`src/rtl/pscan_pkg.sv`:
```
package pscan_pkg;
  typedef enum logic [2:0] {
    ST_IDLE,
    ST_SHIFT,
    ST_CAPT,
    ST_UNLOAD,
    ST_CHECK
  } st_t;
endpackage

```
`src/rtl/pscan_prpg.sv`:
```
module pscan_prpg #(
  parameter int                W    = 16,
  parameter logic [W-1:0]      TAPS = 16'hB400,
  parameter logic [W-1:0]      SEED = 16'hACE1,
  parameter int                NCH  = 4
) (
  input  logic           clk,
  input  logic           rst,
  input  logic           load,
  input  logic           step,
  output logic [NCH-1:0] chain_bits
);
  localparam int STRIDE = W / NCH;

  logic [W-1:0] st_q;

  always_ff @(posedge clk) begin
    if (rst || load) st_q <= SEED;
    else if (step)   st_q <= {st_q[W-2:0], ^(st_q & TAPS)};
  end

  for (genvar k = 0; k < NCH; k++) begin : g_tap
    assign chain_bits[k] = st_q[k*STRIDE];
  end

  // a maximal-length register seeded nonzero never reaches all zeros
  assert_prpg_nonzero_R4: assert property (@(posedge clk) disable iff (rst)
    st_q != '0);
  // the generator moves only when a shift is requested
  assert_prpg_hold_R4: assert property (@(posedge clk) disable iff (rst)
    (!step && !load) |=> $stable(st_q));
endmodule

```
`src/rtl/pscan_misr.sv`:
```
module pscan_misr #(
  parameter int           W    = 16,
  parameter logic [W-1:0] TAPS = 16'hB400,
  parameter logic [W-1:0] SEED = 16'h5A5A,
  parameter int           NIN  = 4
) (
  input  logic           clk,
  input  logic           rst,
  input  logic           load,
  input  logic           step,
  input  logic [NIN-1:0] din,
  output logic [W-1:0]   sig
);
  always_ff @(posedge clk) begin
    if (rst || load) sig <= SEED;
    else if (step)   sig <= {sig[W-2:0], ^(sig & TAPS)} ^ {{(W-NIN){1'b0}}, din};
  end

  // signature holds outside shift cycles
  assert_misr_hold_R5: assert property (@(posedge clk) disable iff (rst)
    (!step && !load) |=> $stable(sig));
endmodule

```
`src/rtl/pscan_ctrl.sv`:
```
module pscan_ctrl
  import pscan_pkg::*;
#(
  parameter int MAX_LEN = 32,
  parameter int LEN_W   = $clog2(MAX_LEN+1),
  parameter int PAT_W   = 16,
  parameter int SIG_W   = 16
) (
  input  logic             clk,
  input  logic             rst,
  input  logic             start,
  input  logic [LEN_W-1:0] chain_len,
  input  logic [PAT_W-1:0] pat_count,
  input  logic [SIG_W-1:0] exp_sig,
  input  logic [SIG_W-1:0] sig,
  output logic             load,
  output logic             scan_en,
  output logic             capture,
  output logic             done,
  output logic             pass
);
  st_t              st;
  logic [LEN_W-1:0] cnt, len_q, last_bit;
  logic [PAT_W-1:0] pat_idx, pat_q, last_pat;
  logic [SIG_W-1:0] exp_q;

  assign last_bit = len_q - 1'b1;
  assign last_pat = pat_q - 1'b1;
  assign load     = (st == ST_IDLE) && start;
  assign scan_en  = (st == ST_SHIFT) || (st == ST_UNLOAD);
  assign capture  = (st == ST_CAPT);

  always_ff @(posedge clk) begin
    if (rst) begin
      st      <= ST_IDLE;
      cnt     <= '0;
      len_q   <= '0;
      pat_idx <= '0;
      pat_q   <= '0;
      exp_q   <= '0;
      done    <= 1'b0;
      pass    <= 1'b0;
    end else begin
      case (st)
        ST_IDLE: if (start) begin
          len_q   <= chain_len;
          pat_q   <= pat_count;
          exp_q   <= exp_sig;
          cnt     <= '0;
          pat_idx <= '0;
          done    <= 1'b0;
          pass    <= 1'b0;
          st      <= (pat_count == '0) ? ST_UNLOAD : ST_SHIFT;
        end
        ST_SHIFT: begin
          if (cnt == last_bit) begin
            cnt <= '0;
            st  <= ST_CAPT;
          end else cnt <= cnt + 1'b1;
        end
        ST_CAPT: begin
          pat_idx <= pat_idx + 1'b1;
          st      <= (pat_idx == last_pat) ? ST_UNLOAD : ST_SHIFT;
        end
        ST_UNLOAD: begin
          if (cnt == last_bit) begin
            cnt <= '0;
            st  <= ST_CHECK;
          end else cnt <= cnt + 1'b1;
        end
        ST_CHECK: begin
          done <= 1'b1;
          pass <= (sig == exp_q);
          st   <= ST_IDLE;
        end
        default: st <= ST_IDLE;
      endcase
    end
  end

  // strobes are exclusive
  assert_strobe_excl_R3: assert property (@(posedge clk) disable iff (rst)
    !(scan_en && capture));
  // capture lasts one cycle
  assert_capture_single_R3: assert property (@(posedge clk) disable iff (rst)
    capture |=> !capture);
  // accepted length lies in the supported range
  assert_len_range_R3: assert property (@(posedge clk) disable iff (rst)
    load |-> (chain_len != '0 && chain_len <= LEN_W'(MAX_LEN)));
  // shift counter stays inside the chain
  assert_cnt_bound_R3: assert property (@(posedge clk) disable iff (rst)
    scan_en |-> (cnt < len_q));
  // pass is only reported with done
  assert_pass_with_done_R6: assert property (@(posedge clk) disable iff (rst)
    pass |-> done);
  // results hold while no start arrives
  assert_done_hold_R9: assert property (@(posedge clk) disable iff (rst)
    (done && !start) |=> (done && $stable(pass)));
  // start during a run does not end it
  assert_start_ignored_R8: assert property (@(posedge clk) disable iff (rst)
    (scan_en && start) |=> !done);
endmodule

```
`src/rtl/pscan_bist.sv`:
```
module pscan_bist #(
  parameter int MAX_LEN = 32,
  parameter int LEN_W   = $clog2(MAX_LEN+1),
  parameter int PAT_W   = 16,
  parameter int NCH     = 4,
  parameter int LFSR_W  = 16,
  parameter logic [LFSR_W-1:0] TAPS      = 16'hB400,
  parameter logic [LFSR_W-1:0] PRPG_SEED = 16'hACE1,
  parameter logic [LFSR_W-1:0] MISR_SEED = 16'h5A5A
) (
  input  logic              clk,
  input  logic              rst,
  input  logic              start,
  input  logic [LEN_W-1:0]  chain_len,
  input  logic [PAT_W-1:0]  pat_count,
  input  logic [LFSR_W-1:0] exp_sig,
  output logic [NCH-1:0]    chain_si,
  input  logic [NCH-1:0]    chain_so,
  output logic              scan_en,
  output logic              capture,
  output logic              done,
  output logic              pass
);
  logic              load;
  logic [LFSR_W-1:0] sig;

  pscan_ctrl #(.MAX_LEN(MAX_LEN), .LEN_W(LEN_W), .PAT_W(PAT_W), .SIG_W(LFSR_W)) ctrl_i (
    .clk(clk), .rst(rst), .start(start), .chain_len(chain_len),
    .pat_count(pat_count), .exp_sig(exp_sig), .sig(sig), .load(load),
    .scan_en(scan_en), .capture(capture), .done(done), .pass(pass));

  pscan_prpg #(.W(LFSR_W), .TAPS(TAPS), .SEED(PRPG_SEED), .NCH(NCH)) prpg_i (
    .clk(clk), .rst(rst), .load(load), .step(scan_en), .chain_bits(chain_si));

  pscan_misr #(.W(LFSR_W), .TAPS(TAPS), .SEED(MISR_SEED), .NIN(NCH)) misr_i (
    .clk(clk), .rst(rst), .load(load), .step(scan_en), .din(chain_so), .sig(sig));
endmodule

```
`config.mk`:
```
export PLATFORM = sky130hd
export DESIGN_NAME = pscan_bist
export DESIGN_NICKNAME = d
export VERILOG_FILES = /design/src/rtl/pscan_pkg.sv /design/src/rtl/pscan_prpg.sv /design/src/rtl/pscan_misr.sv /design/src/rtl/pscan_ctrl.sv /design/src/rtl/pscan_bist.sv
export SDC_FILE = /design/constraint.sdc
export NUM_CORES = 1
export LEC_CHECK = 0
export BUFFER_PORTS_ARGS = -buffer_cell sky130_fd_sc_hd__clkbuf_2
export CAP_MARGIN = 20
export CELL_PAD_IN_SITES_DETAIL_PLACEMENT = 1
export CELL_PAD_IN_SITES_GLOBAL_PLACEMENT = 2
export CORE_MARGIN = 3
export CORE_UTILIZATION = 34
export DETAILED_ROUTE_END_ITERATION = 8
export GPL_ROUTABILITY_DRIVEN = 0
export PLACE_DENSITY = 0.81
export SYNTH_ARGS = -nofsm -noshare
export SYNTH_HDL_FRONTEND = slang
export SYNTH_SLANG_ARGS = --single-unit
```
`constraint.sdc`:
```
create_clock -name clk -period 2.94 [get_ports clk]
set_input_delay 0.147 -clock clk [delete_from_list [all_inputs] [get_ports clk]]
set_output_delay 0.147 -clock clk [all_outputs]
set_load 0.005 [all_outputs]
```
==> impl_metrics.py <==
metrics = {
    "run_status": {
        "status": "complete, no violations",
    },
    "sta": {
        "finalSetupTns_ps": 0,
        "final-hold-violation-count": 0,
        "final-max-slew-violation-count": 0,
        "worst_pin_slew_ps": 691,
        "fmax_mhz": 435,
        "fin_skew_ps": 5.22,
        "setup_violations": 0,
        "rsz0062_at_grt": "false",
        "fin_crit_sh_pct": 78.2,
        "finalCriticalPeriod_ps": 2300,
        "relSlewSlack_pct": 53.7,
    },
    "clock_network": {
        "cts_tree": "yes",
        "clockRootBuffer": "clkbuf_16",
        "clkSlewWorstSetupHoldPaths_ps": 70,
        "cts.htree.levels": 3,
        "clock-sinks": 97,
        "clk_latency_ps": 340,
        "clk_path_buf_depth": 2,
        "cts_setup_buffers": 0,
        "postCtsHoldBufs": 0,
        "cts_made_buffers": 9,
        "cts_resized": 0,
    },
    "final_layout": {
        "layout_common_cells": "nand2_1 (155), dfxtp_1 (97), a21oi_1 (65), clkbuf_2 (52), xnor2_1 (42)",
        "drive_gt1_share_pct": 14.2,
        "mostFrequentLayoutCell": "nand2_1",
        "antennaDiodeCount": 0,
        "finalNonFillerCells": 801,
        "finalNetCount": 670,
        "area_delta_synth_final_pct": 14.3,
        "fill_cells": 1648,
    },
    "detailed_routing": {
        "ant_nets": 0,
        "drt_first_pass_iters": 4,
        "routed_wl_mm": 11.8,
        "routedWlPerCell_um": 14.7,
        "viasPerCell": 5.06,
        "first_iter_violations": 172,
        "drc_errors": 0,
        "vias": 4052,
    },
    "pwr": {
        "p_leak_nw": 2.02,
        "vdd_ir_drop_max_v": 0.000298,
        "p_per_area_nw_per_um2": 601,
    },
    "floorplan": {
        "start_util_pct": 34.9,
        "fp.dieH_um": 123,
        "die_x_um": 123,
        "io_pins": 53,
        "num_rows": 42,
        "core_um2": 13300,
        "dieArea_um2": 15100,
    },
    "synth": {
        "syn_area_um2": 4640,
        "seq_area_frac_synth_pct": 41.9,
        "synth_cell_types": 57,
        "async_reset_ff_share_pct": 0,
        "synth_seq_cells": 97,
        "synth_cells": 589,
        "syn_area_per_cell_um2": 7.87,
        "synth_edf_count": 0,
        "synthFlopType": "dfxtp_1",
        "syn_nets": 638,
        "yosys_warnings": 0,
    },
    "global_route": {
        "grt_max_degree": 56,
        "grt_pass1_vias": 4248,
        "track_usage_pct": 17.0,
        "grt_pass1_wl_mm": 20.6,
        "grt_remaining_overflow": 0,
        "antenna_found_initial": 0,
    },
    "critical_path": {
        "crit_arrival_ps": 2580,
        "path_max_fanout": 8,
        "crit_path_end_kind": "flop",
        "path_class": "reg -> reg",
        "cp-start-kind": "flop",
        "required_ps": 3220,
        "r2r_slack_ps": 640,
    },
    "placed_design": {
        "dp.cells": 786,
        "port_buffers": 52,
        "dpl.hpwl_mm": 8.83,
    },
    "min_path": {
        "hold_path.class": "in -> reg",
    },
    "run": {
        "cap_violations": 0,
    },
}
-- worst paths after layout --
kind,to,depth (start not counted),startpoint
worst max-delay path,ctrl_i.st[1],9,ctrl_i.len_q[0]
worst min register to register,prpg_i.st_q[9],2,prpg_i.st_q[9]
worst max register to register,ctrl_i.st[1],9,ctrl_i.len_q[0]
worst min-delay path,ctrl_i.exp_q[7],3,exp_sig[7]
-- power breakdown --
| part | switching, mW | internal (mW) | total, mW |
|---|---|---|---|
| combinational | 0.308 | 0.227 | 0.535 |
| sequential | 0.0877 | 1.39 | 1.48 |
| clock | 0.492 | 0.676 | 1.17 |
| total | 0.889 | 2.30 | 3.18 |
-- synthesized netlist by cell type (4+ instances only) --
cell type | instances | area share (%)
nor4_1 | 6 | 0.81
o21ai_0 | 8 | 0.86
nand2b_1 | 4 | 0.54
xor2_1 | 17 | 3.2
nand3b_1 | 4 | 0.65
nor3_1 | 13 | 1.4
a211oi_1 | 4 | 0.65
a31oi_1 | 6 | 0.81
nor3_2 | 4 | 0.86
clkbuf_1 | 27 | 2.2
ha_1 | 4 | 1.1
o211ai_1 | 4 | 0.65
buf_4 | 4 | 0.65
nand4_1 | 8 | 1.1
xnor2_1 | 42 | 7.9
inv_1 | 8 | 0.65
dfxtp_1 | 97 | 42
buf_2 | 4 | 0.43
a21oi_1 | 65 | 7.0
nand2_1 | 155 | 13
nand3_1 | 29 | 3.1
nor2_1 | 33 | 2.7
-- registers in the layout, indices dropped and copies added (netlist names) --
register        count
ctrl_i.len_q        6
ctrl_i.exp_q       16
misr_i.sig         16
ctrl_i.st           3
ctrl_i.pat_q       16
ctrl_i.pass         1
ctrl_i.done         1
ctrl_i.pat_idx     16
prpg_i.st_q        16
ctrl_i.cnt          6
-- per-stage QoR --
step           worst slack, ps  cell area, µm²  power, mW  hold WS [ps]  util [%]
5_1_grt                    408            5300       3.38          19.4      39.9
4_1_cts                    623            5300       3.23          10.8      39.9
3_5_place_dp               657            5000       2.06           380      37.6
6_report                   640            5300       3.18          27.2      39.9
3_3_place_gp               756            5000       2.03           370      37.6
2_1_floorplan              880            4640       1.90           283         -
-- area by class of cell --
| cell class | instances | area, µm² | share of cell area (%) |
|---|---|---|---|
| Clock buffer | 10 | 239 | 4.51 |
| Tap cell | 176 | 220 | 4.16 |
| Sequential cell | 97 | 1940 | 36.6 |
| Timing Repair Buffer | 58 | 305 | 5.76 |
| Multi-Input combinational cell | 446 | 2500 | 47.2 |
| Inverter | 9 | 33.8 | 0.638 |
| Clock inverter | 5 | 56.3 | 1.06 |
-- cell families after synthesis --
| group | share of synthesized area (%) |
|---|---|
| AO/OA/AOI/OAI | 13.4 |
| XOR/XNOR | 11.1 |
| adder cells (fa/ha/maj) | 1.08 |
| buffers and inverters | 4.32 |
| flip-flops | 41.9 |
| multiplexers | 1.16 |
| AND/OR/NAND/NOR | 27.0 |
-- worst max-delay path: stages (launching register included) --
cell and delay [ps]:
dfxtp_1 420, inv_1 70, ha_1 240, nand2b_1 180, o211a_1 150, o31ai_2 210
a31oi_2 210, or4_1 510, a21oi_1 140, a31o_1 110
-- layer usage --
metal	vias up	wire [µm]	track usage, %
met2	54	5390	26.7
met4	0	161	5.74
met3	10	348	2.63
li1	2043	-	-
met1	1945	5910	23.6
met5	-	0	0
Power figures use the tool's default switching activity.
